--- config.mk ---
export PLATFORM = sky130hd
export DESIGN_NAME = phase_tune_engine
export DESIGN_NICKNAME = d
export VERILOG_FILES = /design/src/rtl/tune_pkg.sv /design/src/rtl/tune_cal_poll.sv /design/src/rtl/tune_run_track.sv /design/src/rtl/tune_place.sv /design/src/rtl/phase_tune_engine.sv
export SDC_FILE = /design/constraint.sdc
export NUM_CORES = 1
export LEC_CHECK = 0
export ABC_AREA = 1
export BUFFER_PORTS_ARGS = -buffer_cell sky130_fd_sc_hd__buf_2
export CAP_MARGIN = 40
export CORE_ASPECT_RATIO = 1.5
export CORE_MARGIN = 4
export CORE_UTILIZATION = 30
export DETAILED_ROUTE_END_ITERATION = 12
export GPL_TIMING_DRIVEN = 0
export SYNTH_ARGS = -nofsm -noshare
export SYNTH_HDL_FRONTEND = slang
export SYNTH_SLANG_ARGS = --single-unit
--- constraint.sdc ---
create_clock -name clk -period 2.9 [get_ports clk]
set_clock_uncertainty 0.1 [all_clocks]
set_input_delay 0.58 -clock clk [delete_from_list [all_inputs] [get_ports clk]]
set_output_delay 0.58 -clock clk [all_outputs]
set_load 0.1 [all_outputs]
--- src/rtl/tune_pkg.sv ---
package tune_pkg;
   typedef enum logic [1:0] {
      MD_LOW    = 2'b00,
      MD_SDR50  = 2'b01,
      MD_SDR104 = 2'b10,
      MD_HS200  = 2'b11
   } bus_mode_e;

   typedef enum logic [3:0] {
      ST_IDLE,
      ST_LOAD,
      ST_CAL,
      ST_REQ,
      ST_WAIT,
      ST_EVAL,
      ST_RDAT,
      ST_RCMD,
      ST_DONE
   } tune_state_e;
endpackage

--- src/rtl/tune_cal_poll.sv ---
module tune_cal_poll #(
   parameter int POLL_LIMIT = 1000
) (
   input  logic clk,
   input  logic rst_n,
   input  logic active_i,
   input  logic ack_i,
   output logic finish_o
);
   localparam int CNT_W = $clog2(POLL_LIMIT);

   logic [CNT_W-1:0] cnt_q;
   logic             at_limit;

   assign at_limit = (cnt_q == CNT_W'(POLL_LIMIT - 1));
   assign finish_o = active_i && (ack_i || at_limit);

   always_ff @(posedge clk or negedge rst_n) begin
      if (!rst_n) begin
         cnt_q <= '0;
      end else if (!active_i || finish_o) begin
         cnt_q <= '0;
      end else begin
         cnt_q <= cnt_q + 1'b1;
      end
   end
endmodule

--- src/rtl/tune_run_track.sv ---
module tune_run_track #(
   parameter int CODE_W = 7,
   parameter int LEN_W  = 6
) (
   input  logic              clk,
   input  logic              rst_n,
   input  logic              clr_i,
   input  logic              upd_i,
   input  logic              pass_i,
   input  logic [CODE_W-1:0] code_i,
   output logic [CODE_W-1:0] best_start_o,
   output logic [LEN_W-1:0]  best_len_o
);
   logic              prev_q;
   logic [LEN_W-1:0]  run_len_q, nxt_len;
   logic [CODE_W-1:0] run_start_q, nxt_start;

   always_comb begin
      nxt_len   = run_len_q;
      nxt_start = run_start_q;
      if (pass_i) begin
         if (prev_q) begin
            nxt_len = run_len_q + 1'b1;
         end else begin
            nxt_len   = LEN_W'(1);
            nxt_start = code_i;
         end
      end
   end

   always_ff @(posedge clk or negedge rst_n) begin
      if (!rst_n) begin
         prev_q       <= 1'b0;
         run_len_q    <= '0;
         run_start_q  <= '0;
         best_len_o   <= '0;
         best_start_o <= '0;
      end else if (clr_i) begin
         prev_q       <= 1'b0;
         run_len_q    <= '0;
         run_start_q  <= '0;
         best_len_o   <= '0;
         best_start_o <= '0;
      end else if (upd_i) begin
         prev_q      <= pass_i;
         run_len_q   <= nxt_len;
         run_start_q <= nxt_start;
         if (nxt_len > best_len_o) begin
            best_len_o   <= nxt_len;
            best_start_o <= nxt_start;
         end
      end
   end
endmodule

--- src/rtl/tune_place.sv ---
module tune_place #(
   parameter int CODE_W    = 7,
   parameter int LEN_W     = 6,
   parameter int CODE_STEP = 4
) (
   input  logic [CODE_W-1:0] best_start_i,
   input  logic [LEN_W-1:0]  best_len_i,
   output logic [CODE_W-1:0] final_code_o
);
   logic [LEN_W+1:0] three_len;
   logic [LEN_W+1:0] quarter;
   int               offset;

   always_comb begin
      three_len    = {2'b00, best_len_i} + {1'b0, best_len_i, 1'b0};
      quarter      = three_len >> 2;
      offset       = int'(quarter) * CODE_STEP;
      final_code_o = best_start_i + CODE_W'(offset);
   end
endmodule

--- src/rtl/phase_tune_engine.sv ---
module phase_tune_engine
   import tune_pkg::*;
#(
   parameter int CODE_W     = 7,
   parameter int CODE_STEP  = 4,
   parameter int CODE_LAST  = 124,
   parameter int POLL_LIMIT = 1000
) (
   input  logic              clk,
   input  logic              rst_n,
   input  logic              start_i,
   input  logic [1:0]        mode_i,
   input  logic              sdr50_tune_cap_i,
   input  logic              sclk_sel_i,
   output logic [CODE_W-1:0] dl_code_o,
   output logic              dl_force_o,
   output logic              dl_calib_o,
   input  logic              dl_calib_ack_i,
   output logic              dl_swtune_o,
   output logic              clk_sel_clr_o,
   output logic              tun_req_o,
   input  logic              tun_rsp_valid_i,
   input  logic              tun_rsp_pass_i,
   output logic              dat_rst_o,
   output logic              cmd_rst_o,
   output logic              busy_o,
   output logic              done_o,
   output logic              err_o
);
   localparam int NTRIALS = CODE_LAST / CODE_STEP + 1;
   localparam int LEN_W   = $clog2(NTRIALS + 1);

   generate
      if (CODE_STEP < 1 || (CODE_LAST % CODE_STEP) != 0) begin : g_bad_step
         $error("CODE_LAST must be a multiple of a positive CODE_STEP");
      end
      if (CODE_LAST >= (1 << CODE_W)) begin : g_bad_range
         $error("CODE_LAST does not fit in CODE_W bits");
      end
      if (POLL_LIMIT < 2) begin : g_bad_poll
         $error("POLL_LIMIT must be at least 2");
      end
   endgenerate

   tune_state_e       state_q;
   logic [CODE_W-1:0] code_q;
   logic              force_q, swtune_q, final_q, err_q;
   logic              need_tune, cal_done, fail_now;
   logic              trk_clr, trk_upd;
   logic [CODE_W-1:0] best_start, final_code;
   logic [LEN_W-1:0]  best_len;

   always_comb begin
      unique case (bus_mode_e'(mode_i))
         MD_HS200, MD_SDR104: need_tune = 1'b1;
         MD_SDR50:            need_tune = sdr50_tune_cap_i;
         default:             need_tune = 1'b0;
      endcase
   end

   assign trk_clr  = (state_q == ST_IDLE) && start_i && need_tune;
   assign trk_upd  = (state_q == ST_WAIT) && tun_rsp_valid_i;
   assign fail_now = (best_len == '0) || !sclk_sel_i;

   tune_cal_poll #(.POLL_LIMIT(POLL_LIMIT)) i_cal (
      .clk      (clk),
      .rst_n    (rst_n),
      .active_i (state_q == ST_CAL),
      .ack_i    (dl_calib_ack_i),
      .finish_o (cal_done)
   );

   tune_run_track #(.CODE_W(CODE_W), .LEN_W(LEN_W)) i_track (
      .clk          (clk),
      .rst_n        (rst_n),
      .clr_i        (trk_clr),
      .upd_i        (trk_upd),
      .pass_i       (tun_rsp_pass_i),
      .code_i       (code_q),
      .best_start_o (best_start),
      .best_len_o   (best_len)
   );

   tune_place #(.CODE_W(CODE_W), .LEN_W(LEN_W), .CODE_STEP(CODE_STEP)) i_place (
      .best_start_i (best_start),
      .best_len_i   (best_len),
      .final_code_o (final_code)
   );

   always_ff @(posedge clk or negedge rst_n) begin
      if (!rst_n) begin
         state_q  <= ST_IDLE;
         code_q   <= '0;
         force_q  <= 1'b0;
         swtune_q <= 1'b0;
         final_q  <= 1'b0;
         err_q    <= 1'b0;
      end else begin
         unique case (state_q)
            ST_IDLE: begin
               if (start_i) begin
                  err_q <= 1'b0;
                  if (need_tune) begin
                     code_q   <= '0;
                     force_q  <= 1'b1;
                     swtune_q <= 1'b1;
                     final_q  <= 1'b0;
                     state_q  <= ST_LOAD;
                  end else begin
                     state_q <= ST_DONE;
                  end
               end
            end
            ST_LOAD: state_q <= ST_CAL;
            ST_CAL: begin
               if (cal_done) state_q <= final_q ? ST_RDAT : ST_REQ;
            end
            ST_REQ: state_q <= ST_WAIT;
            ST_WAIT: begin
               if (tun_rsp_valid_i) begin
                  if (code_q == CODE_W'(CODE_LAST)) begin
                     state_q <= ST_EVAL;
                  end else begin
                     code_q  <= code_q + CODE_W'(CODE_STEP);
                     state_q <= ST_LOAD;
                  end
               end
            end
            ST_EVAL: begin
               if (fail_now) begin
                  err_q    <= 1'b1;
                  force_q  <= 1'b0;
                  swtune_q <= 1'b0;
                  state_q  <= ST_RDAT;
               end else begin
                  code_q  <= final_code;
                  final_q <= 1'b1;
                  state_q <= ST_LOAD;
               end
            end
            ST_RDAT: state_q <= ST_RCMD;
            ST_RCMD: state_q <= ST_DONE;
            default: state_q <= ST_IDLE;
         endcase
      end
   end

   assign dl_code_o     = code_q;
   assign dl_force_o    = force_q;
   assign dl_swtune_o   = swtune_q;
   assign dl_calib_o    = (state_q == ST_CAL);
   assign tun_req_o     = (state_q == ST_REQ);
   assign clk_sel_clr_o = (state_q == ST_EVAL) && fail_now;
   assign dat_rst_o     = (state_q == ST_RDAT);
   assign cmd_rst_o     = (state_q == ST_RCMD);
   assign busy_o        = (state_q != ST_IDLE);
   assign done_o        = (state_q == ST_DONE);
   assign err_o         = (state_q == ST_DONE) && err_q;
endmodule

* Word level (Yosys, flattened, before mapping) *
Index checks and enable logic that the tools add are counted.

cells by class
  add/subtract/negate cells = 5
  order comparisons = 1
  equality and inequality tests = 20
  multiplexer cells = 43
  reductions and logical operators = 25

operators with widths
  cell                                                  number
  2-to-1 mux 7 bit                                      12
  2-to-1 mux 6 bit                                      7
  one-hot mux 4 bit (8 select lines)                    1
  one-hot mux 7 bit (3 select lines)                    1
  equality test 4 x 3 -> 1 bit (second input constant)  4
  2-to-1 mux 4 bit                                      4
  inequality test 2 bit (second input constant)         7
  adder 10 x 1 -> 10 bit (second input constant)        1
  equality test 10 bit (second input constant)          1
  2-to-1 mux 1 bit                                      10
  2-to-1 mux 10 bit                                     1
  2-to-1 mux 3 bit                                      3
  equality test 4 x 2 -> 1 bit (second input constant)  2
  one-hot mux 1 bit (2 select lines)                    4
  AND reduction 4 bit                                   2
  adder 6 x 7 -> 7 bit                                  1
  adder 7 x 3 -> 7 bit (second input constant)          1
  adder 7 bit                                           1
  equality test 7 bit (second input constant)           1
  adder 6 x 1 -> 6 bit (second input constant)          1
  > comparator 6 bit                                    1
  logical AND 1 bit                                     6
  logical NOT 6 bit                                     1
  AND reduction 3 bit                                   2
  other kinds (13)                                      19

word-level totals
  register bits = 51
  bits of input ports = 10
  output and inout bits = 17

* Logic depth before layout (Yosys ltp) *
Gate-level depths: netlist of the first run.

  word-level depth = 7
  mapped depth = 17

* Cells and area by module *
Synthesis of the first run repeated with hierarchy kept, for this count alone.

unflattened totals
  cell total of the unflattened synthesis = 480
  area, all modules = 3618.5 sq um

modules (own cells, without submodules)
  module             instances  cells each  area an instance (sq um)  seq. area each (sq um)
  tune_run_track     1          210         1677.9                    675.6
  phase_tune_engine  1          130         968.4                     350.3
  tune_cal_poll      1          73          569.3                     250.2
  tune_place         1          67          402.9                     0.0

* Worst setup path before layout of the first run *
Ideal clock, no wire load.

  kind = reg-to-output
  from = register state_q[1]
  to = output port err_o
  arrival = 3481 ps
  required time = 2220 ps
  slack = -1261 ps
  stages on the path, launching flop included = 4
  buffers on the path = 0
  path through = dfrtp_1 > inv_1 > nand2_2 > nor4_1

between the ends
  cells in the longest elaborated chain, start to end = 2

RTL lines
  what                    RTL line                  source
  start, declared         phase_tune_engine.sv:45   tune_state_e state_q;
  start signal, assigned  phase_tune_engine.sv:116  if (cal_done) state_q <= final_q ? ST_RDAT : ST_REQ;
  equality test 4 bit     phase_tune_engine.sv:158  assign err_o = (state_q == ST_DONE) && err_q;
  logical AND 1 bit       phase_tune_engine.sv:158
  end, declared           phase_tune_engine.sv:28   output logic err_o

No other way between the ends.

* Worst setup path after layout of the first run *
  from = register i_track.best_len_o[2]
  to = register code_q[5], in the netlist dl_code_o[5]

between the ends
  cells in the longest elaborated chain, start to end = 4
  elaborated cells on any way between the ends = 8
  classes of those cells = 2 x add/sub; 1 x eq/ne; 2 x mux; 3 x reduce/logical

RTL lines
  what                                                                       RTL line                                   source
  start, declared                                                            tune_run_track.sv:12                       output logic [LEN_W-1:0] best_len_o
  start signal, assigned                                                     tune_run_track.sv:49                       best_len_o <= nxt_len;
  adder 6 x 7 -> 7 bit or logical NOT 6 bit (tied branches)                  tune_place.sv:15, phase_tune_engine.sv:63
  adder 7 bit or logical OR 1 bit (tied branches)                            tune_place.sv:18, phase_tune_engine.sv:63
  2-to-1 mux 7 bit or inequality test 2 bit (tied branches)                  n/a
  one-hot mux 7 bit (3 select lines) or AND reduction 6 bit (tied branches)  n/a
  end signal, assigned                                                       phase_tune_engine.sv:124                   code_q <= code_q + CODE_W'(CODE_STEP);
  end signal, assigned                                                       phase_tune_engine.sv:136                   code_q <= final_code;
  end, declared                                                              phase_tune_engine.sv:46                    logic [CODE_W-1:0] code_q;

Several ways; a longest one is shown, not always the timed one. The select of a mux whose other input is x is not followed.
A chain may end at the register's enable or synchronous reset.

==> results of run 1 <==
-- flip-flops by register name, indices dropped and copies added (netlist names) --
name / count
i_track.run_start_q: 7
i_cal.cnt_q: 10
dl_swtune_o: 1
i_track.best_start_o: 7
final_q: 1
i_track.run_len_q: 6
i_track.best_len_o: 6
i_track.prev_q: 1
state_q: 4
err_q: 1
dl_code_o: 7
-- synthesized netlist by cell type (2+ instances only) --
library cell  count
o21ai_0          25
inv_2             4
nand2_1          96
a21oi_1          13
buf_2             3
nand3_1          42
ha_1             19
buf_6             4
nand4_1           2
xor2_1            3
nor2_1           32
buf_4             2
a21oi_2           2
nand2_2           3
fa_1              2
dfrtp_1          51
nor3_1            9
o21ai_1          16
o21ai_2          11
nand2_4           3
nor2_4            3
nor2_2            4
or2_2             3
nor3b_2           2
inv_1            49
-- critical path, stage by stage (launching register included) --
cell and delay, ns:
dfrtp_1 0.44, inv_1 0.11, ha_1 0.36, nand2_1 0.10
inv_1 0.05, a21oi_1 0.18, xnor2_1 0.15, ha_1 0.30
a21oi_1 0.15, nand2_1 0.08, or2_2 0.27, nand3_1 0.09
nand2_1 0.05, nand2_1 0.05, o21ai_1 0.05
-- metrics by stage --
step,area (um^2),hold slack (ns)
2_1_floorplan,3308,0.1844
3_3_place_gp,3613,0.3669
3_5_place_dp,3633,0.3695
4_1_cts,3775,0.2530
5_1_grt,3782,0.2853
6_report,3782,0.2289
-- repair_timing --
action | 4_1_cts | 5_1_grt
setup endpoints to repair | 0 | 2
gates resized for setup | 0 | 1
hold buffers | 0 | 0
-- final cells by class --
class / instances / share of cell area [%]
Buffer: 10 / 2.084
Timing Repair Buffer: 26 / 3.837
Multi-Input combinational cell: 306 / 46.41
Tap cell: 144 / 4.763
Clock inverter: 2 / 0.3308
Clock buffer: 6 / 3.407
Inverter: 54 / 5.425
Sequential cell: 51 / 33.74
-- cell families after synthesis --
family | count (synthesis) | synth area share, %
XOR/XNOR | 4 | 1.063
flip-flops | 51 | 38.71
buffers and inverters | 64 | 8.614
adder cells (fa/ha/maj) | 21 | 8.425
AND/OR/NAND/NOR | 204 | 29.11
AO/OA/AOI/OAI | 77 | 14.08
-- final timing paths --
path                                                 endpoint  slack (ns)  cells after the start
max                                  dl_code_o[5]$_DFFE_PN0P_        0.27                     14
min                                  i_cal.cnt_q[2]$_DFF_PN0_        0.23                      1
max reg2reg                          dl_code_o[5]$_DFFE_PN0P_        0.27                     14
min reg2reg                i_track.run_start_q[1]$_DFFE_PN0P_        0.38                      2
max in group asynchronous             dl_swtune_o$_DFFE_PN0P_        1.90                      2
min in group clk           i_track.run_start_q[1]$_DFFE_PN0P_        0.38                      2
-- power groups by stage --
stage	Combinational [W]	Clock [W]	Sequential (W)
after floorplan	0.00120	0	0.00114
after global placement	0.00164	0	0.00102
after detailed placement	0.00167	0	0.00103
after CTS	0.00168	0.000592	0.00101
after global routing	0.00183	0.000618	0.00104
final	0.00167	0.000576	0.00101
-- layer usage --
| metal | GRT usage (%) | share of wire, % | vias to the layer above |
|---|---|---|---|
| li1 | - | - | 1449 |
| met1 | 14.32 | 40 | 1342 |
| met2 | 25.67 | 55 | 48 |
| met3 | 1.661 | 3.2 | 12 |
| met4 | 3.614 | 2.0 | 0 |
| met5 | 0 | 0 | - |
==> flow_summary.toml, run 1 <==
[flow_run]
maxCapViolCount = 0

[sta]
setup_viol = 0
fin_crit_sh_pct = 90.86
tns_ns = 0
worstMarginPinSlew_ns = 0.6922
fin_ws_ns = 0.2652
slew_viol_final = 0
slew_headroom_pct = 53.86
fin_crit_ns = 2.635
rsz0062_at_grt = "no"
hold_violations = 0
max_clock_freq_mhz = 379.5

[grt]
antenna_found_initial = 0
gr-total-overflow = 0
grt_pass1_vias = 2901
grt_first_pass_wirelength_um = 13370
grt.total_usage_pct = 13.04
grt_start_max_net_pins = 30

[pwr]
finalPower_w = 0.003254
seqPwrFrac_pct = 31.1
switching_share_pct = 49.78
cell_internal_pwr_w = 0.001634
p_switching_w = 0.001620
clockPowerShare_pct = 17.7
max-vdd-ir-drop_v = 0.0002895
comb_power_share_pct = 51.2
leakagePower_nw = 1.866
p_per_area_nw_per_um2 = 860.4

[floorplan]
initial_utilization_pct = 30.96
die_area_um2 = 12770
boundaryPins = 27
die_x_um = 93.60
core-area_um2 = 10650
die_h_um = 136.4
fp-row-count = 46

[synthesis]
post-synth-top-area-cell = "dfrtp_1"
ys_seq_elements = 51
synth_cell_types = 43
synthesis.area_um2 = 3297
yosysWarningCount = 0
avgSynthCellArea_um2 = 7.831
synth_edf_count = 0
synth.area.top_cells = "dfrtp_1 39%, nand2_1 11%, ha_1 7.2%"
synthCells = 421
yosysSeqAreaShare_pct = 38.71
yosysTopAreaCellShare_pct = 38.71
async_flop_share_pct = 100.0
synth_fp_nets = 452
synth_top_flop_cell = "dfrtp_1"

[clocking]
cts_sinks = 51
cts-root-buf = "clkbuf_16"
h-tree-depth = 2
clock_latency_ns = 0.29
postCtsSetupBuffers = 0
clk_pin_slew_worst_paths_ns = 0.07
clockBufferDepth = 2
numCtsBuffers = 5
cts_tree = "yes"

[place]
pre_cts_slack_ns = -0.09216
hpwl_um = 6287
dp_cells = 591
io_buffers = 25
routabilityCongestion = 0.8453

[worst_setup_path]
startpoint = "i_track.best_len_o[2]$_DFFE_PN0P_"
worst_setup_path_start_kind = "register"
worstPathMaxFanout = 5
critPathCaptureType = "register"
r2r_start = "i_track.best_len_o[2]$_DFFE_PN0P_"
required_ns = 2.97
crit_type = "register to register"
worstPathArrival_ns = 2.71

[cells_and_area]
final_nets = 485
final_cell_mix = "96 x nand2_1, 51 x dfrtp_1, 49 x inv_1, 42 x nand3_1, 32 x nor2_1"
layout_commonest_cell = "nand2_1"
fillers = 1127
multi_input_area_um2 = 1755
drive_above_1_share_pct = 18.46
regArea_um2 = 1276
stdcell_count = 599
final_util_pct = 35.52
area_delta_synth_final_pct = 14.72
n_antenna_cell = 0

[detailed_routing]
drtIter0Drc = 128
drc_errors = 0
wl_per_cell_um = 12.98
routed_wl_um = 7778
vias = 2851
drtPass1Iterations = 4
viasPerCell = 4.760
ant_nets = 0

[worst_hold_path]
holdCritPathClass = "primary input to asynchronous set/reset pin"

[status]
outcome = "finished, final reports clean"
No activity file was read; power rests on OpenSTA's default activity.
==> run 2: changes to the inputs <==
- CORE_UTILIZATION: 30 -> 60
- PLACE_DENSITY: unset -> 0.8
==> run 2 against run 1 <==
Net effect: critical path depth shrank 1; clock-buffer cell count unchanged; global-route usage increased by 11 points; worst hold slack lost 0.14 ns; register-to-register slack about the same; maximum frequency fell by 0.29%; worst setup slack worse by 0.0078 ns; first-iteration DRC count is 4.7% lower; die area is 47% lower; critical endpoint is now i_track.best_start_o[2]$_DFFE_PN0P_.
==> flow_summary.toml, run 2 (synthesized netlist as in run 1, its figures left out) <==
[clocking]
h-tree-depth = 2
clk_pin_slew_worst_paths_ns = 0.10
numCtsBuffers = 5
cts_tree = "yes"
cts-root-buf = "clkbuf_8"
cts_sinks = 51
clockBufferDepth = 2
clock_latency_ns = 0.31

[cells_and_area]
final_util_pct = 69.87
drive_above_1_share_pct = 18.90
layout_commonest_cell = "nand2_1"
multi_input_area_um2 = 1755
largest_register_ffs = 10
stdcell_count = 523
n_antenna_cell = 0
regArea_um2 = 1277
final_cell_mix = "96 x nand2_1, 50 x dfrtp_1, 49 x inv_1, 42 x nand3_1, 32 x nor2_1"
stdcell_area_um2 = 3665
final_nets = 485
regMostFlops = "i_cal.cnt_q"
area_delta_synth_final_pct = 11.16
fillers = 448

[grt]
grt.total_usage_pct = 24.31
grt_pass1_vias = 2871
antenna_found_initial = 0
grt_start_max_net_pins = 37
grt_first_pass_wirelength_um = 12630
gr-total-overflow = 0

[floorplan]
die_x_um = 68.53
core-area_um2 = 5245
boundaryPins = 27
die_area_um2 = 6769
initial_utilization_pct = 62.86
die_h_um = 98.79
fp-row-count = 32

[worst_setup_path]
crit_type = "register to register"
crit_path_end = "i_track.best_start_o[2]$_DFFE_PN0P_"
required_ns = 3.03
worstPathMaxFanout = 10
reg2reg_to = "i_track.best_start_o[2]$_DFFE_PN0P_"
cpMaxStageDelayCell = "dfrtp_1"
r2r_start = "i_track.prev_q$_DFFE_PN0P_"
worst-r2r-cell-count = 13
worstPathArrival_ns = 2.77
slowest_delay_ns = 0.37
regToRegSetupSlack_ns = 0.26
worst_setup_path_start_kind = "register"
startpoint = "i_track.prev_q$_DFFE_PN0P_"
crit_chain = "inv_1 > nand2_2 > clkbuf_1 > and3_1 > ha_1 > nand2_1 > nor2_1 > o21ai_0 > nand2_1 > o21ai_4 > buf_6 > nand3_1 > o21ai_0"
critPathCaptureType = "register"

[sta]
max_clock_freq_mhz = 378.4
slew_viol_final = 0
slew_headroom_pct = 67.56
worstMarginPinSlew_ns = 0.4900
fin_crit_ns = 2.643
setup_viol = 0
rsz0062_at_grt = "no"
hold_violations = 0
holdWs_ns = 0.09008
fin_crit_sh_pct = 91.12

[status]
outcome = "finished, final reports clean"

[place]
postPlaceCellArea_um2 = 3538
hpwl_um = 5857
io_buffers = 25
routabilityCongestion = 0.8735
dp_cells = 515

[worst_hold_path]
holdCritPathClass = "primary input to asynchronous set/reset pin"

[detailed_routing]
vias = 2888
routed_wl_um = 7498
drtIter0Drc = 122
wl_per_cell_um = 14.34
viasPerCell = 5.522
drc_errors = 0
ant_nets = 0
drtPass1Iterations = 4

[pwr]
max-vdd-ir-drop_v = 0.0004979
leakagePower_nw = 1.859
p_per_area_nw_per_um2 = 873.6

[flow_run]
maxCapViolCount = 0
[run 2: changes by cell type in the layout (fill, tap and decap cells not counted)]
cell / delta
bufinv_16: +1
clkbuf_1: -1
clkbuf_16: -5
clkbuf_8: +6
clkinvlp_4: -1
dfrtp_1: -1
dfrtp_2: +1
[run 2: power by group]
group | switching, W | total [W] | internal (W) | leakage (nW)
clock | 0.000237 | 0.000516 | 0.000279 | 0.0612
sequential | 0.000146 | 0.00101 | 0.000864 | 0.693
combinational | 0.00122 | 0.00167 | 0.000453 | 1.10
[run 2: what timing repair did]
item                                    in CTS  in global routing
gates resized for setup                      0                  2
hold buffers                                 0                  0
buffers inserted                             0                  0
endpoints found under the setup margin       0                 13
[run 2: through the flow]
stage	setup slack, ns	power (W)	TNS [ns]
CTS	0.2127	0.003198	0
finish	0.2574	0.003201	0
detailed placement	-0.08703	0.002680	-0.7692
global placement	-0.05953	0.002635	-0.5863
floorplan	-0.08156	0.002340	-0.08156
global route	0.01669	0.003426	0
[run 2: worst min-delay path by stage]
stage                                         endpoint                               start  cells past startpoint
floorplan                     dl_code_o[0]$_DFFE_PN0P_                               rst_n                      0
global placement    i_track.run_start_q[2]$_DFFE_PN0P_  i_track.run_start_q[2]$_DFFE_PN0P_                      2
detailed placement  i_track.run_start_q[0]$_DFFE_PN0P_  i_track.run_start_q[0]$_DFFE_PN0P_                      2
CTS                           i_cal.cnt_q[3]$_DFF_PN0_                               rst_n                      1
global route                  i_cal.cnt_q[5]$_DFF_PN0_                               rst_n                      1
finish                        i_cal.cnt_q[3]$_DFF_PN0_                               rst_n                      1
[run 2: layout make-up]
type	instances	area share [%]
sequential	51	34.86
clock buffer	6	2.253
inverter	54	5.599
clock inverter	2	0.9560
buffer	10	2.151
tap	68	2.322
timing repair buffer	26	3.960
multi-input combinational	306	47.90
[run 2: per-layer routing]
| layer | vias up | GRT usage (%) | share of wire [%] |
|---|---|---|---|
| li1 | 1445 | - | - |
| met1 | 1368 | 26.65 | 38 |
| met2 | 55 | 44.22 | 55 |
| met3 | 20 | 3.763 | 3.3 |
| met4 | 0 | 10.11 | 3.5 |
| met5 | - | 0 | 0 |
[run 2: critical path, delay by kind of cell, from the launching register on]
family | cells | cell delay (ns)
compound gates | 3 | 0.45
fa+ha+maj | 1 | 0.23
flops | 1 | 0.37
buf+inv | 3 | 0.65
simple gates | 6 | 0.76
==> run 3: changes to the inputs <==
- TNS_END_PERCENT: unset -> 10
- clock period: 2.9 -> 2.8 ns (I/O delays scaled with it)
==> run 3 against run 2 <==
Net effect: sequential share of layout area decreased by 0.14 points; first-iteration DRC count decreased by 9.0%; final cell count unchanged; utilization increased by 0.29 points; global-route usage unchanged; die area unchanged; clock power increased by 3%; worst setup slack got worse by 0.069 ns; clock-buffer cell count unchanged; critical path depth decreased by 1.
==> flow_summary.toml, run 3 (synthesized netlist as in run 1, its figures left out) <==
[status]
outcome = "finished, final reports clean"

[sta]
worstMarginPinSlew_ns = 0.4906
setup_viol = 0
fin_crit_ns = 2.612
hold_violations = 0
fin_crit_sh_pct = 93.29
slew_headroom_pct = 67.52
max_clock_freq_mhz = 382.8
slew_viol_final = 0

[clocking]
cts_tree = "yes"
clockBufferDepth = 2
numCtsBuffers = 5
cts-root-buf = "clkbuf_8"
cts_resized = 0
clock_latency_ns = 0.31
postCtsSetupBuffers = 0
cts_sinks = 51
clk_pin_slew_worst_paths_ns = 0.09
h-tree-depth = 2
postCtsHoldBufs = 0

[worst_setup_path]
required_ns = 2.94
slowest_delay_ns = 0.50
cpMaxStageDelayCell = "dfrtp_1"
worst_setup_path_start_kind = "register"
crit_chain = "nand2_1 > inv_1 > fa_1 > ha_1 > fa_1 > nand3_1 > nand2_1 > nand2_1 > nand2_1 > nand2_1 > nand3_1 > a21oi_2"
worstPathArrival_ns = 2.75
worstPathMaxFanout = 6
cpMostUsedCell = "nand2_1"
critPathCaptureType = "register"
crit_type = "register to register"

[place]
io_buffers = 25
routabilityCongestion = 0.8735
hpwl_um = 5857
postPlaceCellArea_um2 = 3538

[grt]
gr-usage-met1_pct = 26.65
grt-busiest-layer = "met2"
gr-total-overflow = 0
met2_usage_pct = 44.22
gr-usage-met3_pct = 3.763
grt.total_usage_pct = 24.31
grt_first_pass_wirelength_um = 12630
grt_pass1_vias = 2871
grt_start_max_net_pins = 37
antenna_found_initial = 0

[floorplan]
die_x_um = 68.53
fp-row-count = 32
initial_utilization_pct = 62.86
core-area_um2 = 5245
die_area_um2 = 6769
die_h_um = 98.79
boundaryPins = 27

[pwr]
max-vdd-ir-drop_v = 0.0005216
leakagePower_nw = 1.860
p_per_area_nw_per_um2 = 899.9

[cells_and_area]
regMostFlops = "i_cal.cnt_q"
final_cell_mix = "96 x nand2_1, 50 x dfrtp_1, 49 x inv_1, 42 x nand3_1, 31 x nor2_1"
final_nets = 485
n_antenna_cell = 0
final_util_pct = 70.16
drive_above_1_share_pct = 19.34
stdcell_area_um2 = 3680
largest_register_ffs = 10
layout_commonest_cell = "nand2_1"
fillers = 445
area_delta_synth_final_pct = 11.61

[detailed_routing]
vias = 2904
wl_per_cell_um = 14.40
viasPerCell = 5.553
drc_errors = 0
routed_wl_um = 7530
drtIter0Drc = 111
drtPass1Iterations = 4
ant_nets = 0

[worst_hold_path]
holdCritPathClass = "primary input to asynchronous set/reset pin"

[flow_run]
maxCapViolCount = 0
==> run 3: cell counts in the layout (fill, tap and decap cells not counted) <==
Identical to the previous run, type by type.
==> run 3: final timing paths <==
path	startpoint	cells past startpoint	end	slack, ns
worst max-delay path	i_track.best_len_o[1]$_DFFE_PN0P_	12	dl_code_o[6]$_DFFE_PN0P_	0.19
worst min-delay path	rst_n	1	i_cal.cnt_q[3]$_DFF_PN0_	0.07
worst max register to register	i_track.best_len_o[1]$_DFFE_PN0P_	12	dl_code_o[6]$_DFFE_PN0P_	0.19
worst min register to register	i_track.run_start_q[3]$_DFFE_PN0P_	2	i_track.run_start_q[3]$_DFFE_PN0P_	0.39
max in group asynchronous	rst_n	2	i_track.run_len_q[2]$_DFFE_PN0P_	2.01
min in group clk	i_track.run_start_q[3]$_DFFE_PN0P_	2	i_track.run_start_q[3]$_DFFE_PN0P_	0.39
==> run 3: worst max-delay path: cells and delay by family (launching register included) <==
kind,cells,cell delay [ns]
buffers and inverters,1,0.12
AND/OR/NAND/NOR,7,0.55
adder cells (fa/ha/maj),3,1.14
flip-flops,1,0.50
AO/OA/AOI/OAI,1,0.14
==> run 3: through the flow <==
step                TNS [ns]  setup WS [ns]  power [W]  instances  hold slack [ns]
global placement      -1.626        -0.1395   0.002729        514           0.3633
floorplan            -0.1616        -0.1616   0.002423        421           0.1644
CTS                        0         0.1127   0.003312        523          0.07601
global route        -0.08449       -0.02377   0.003551        523          0.07987
finish                     0         0.1880   0.003311        523          0.06679
detailed placement    -1.809        -0.1670   0.002775        515           0.3674
==> run 3: per-layer routing <==
layer | vias to the layer above | part of all wire, %
li1 | 1447 | -
met1 | 1378 | 38
met2 | 55 | 55
met3 | 24 | 3.1
met4 | 0 | 4.2
met5 | - | 0
==> run 3: cell type report <==
type / count / area (um^2) / share of cell area (%)
multi-input cells: 306 / 1770 / 48.11
repair buffers: 26 / 145.1 / 3.944
plain buffers: 10 / 78.83 / 2.142
clock buffers: 6 / 82.58 / 2.244
inverters: 54 / 205.2 / 5.576
clock inverters: 2 / 35.03 / 0.9521
well taps: 68 / 85.08 / 2.312
flip-flops and latches: 51 / 1277 / 34.72
==> run 3: report_power, final <==
group / internal [W] / total, W / switching (W)
clock network: 0.000289 / 0.000534 / 0.000245
registers: 0.000895 / 0.00105 / 0.000151
logic: 0.000471 / 0.00173 / 0.00126
total: 0.00166 / 0.00331 / 0.00166
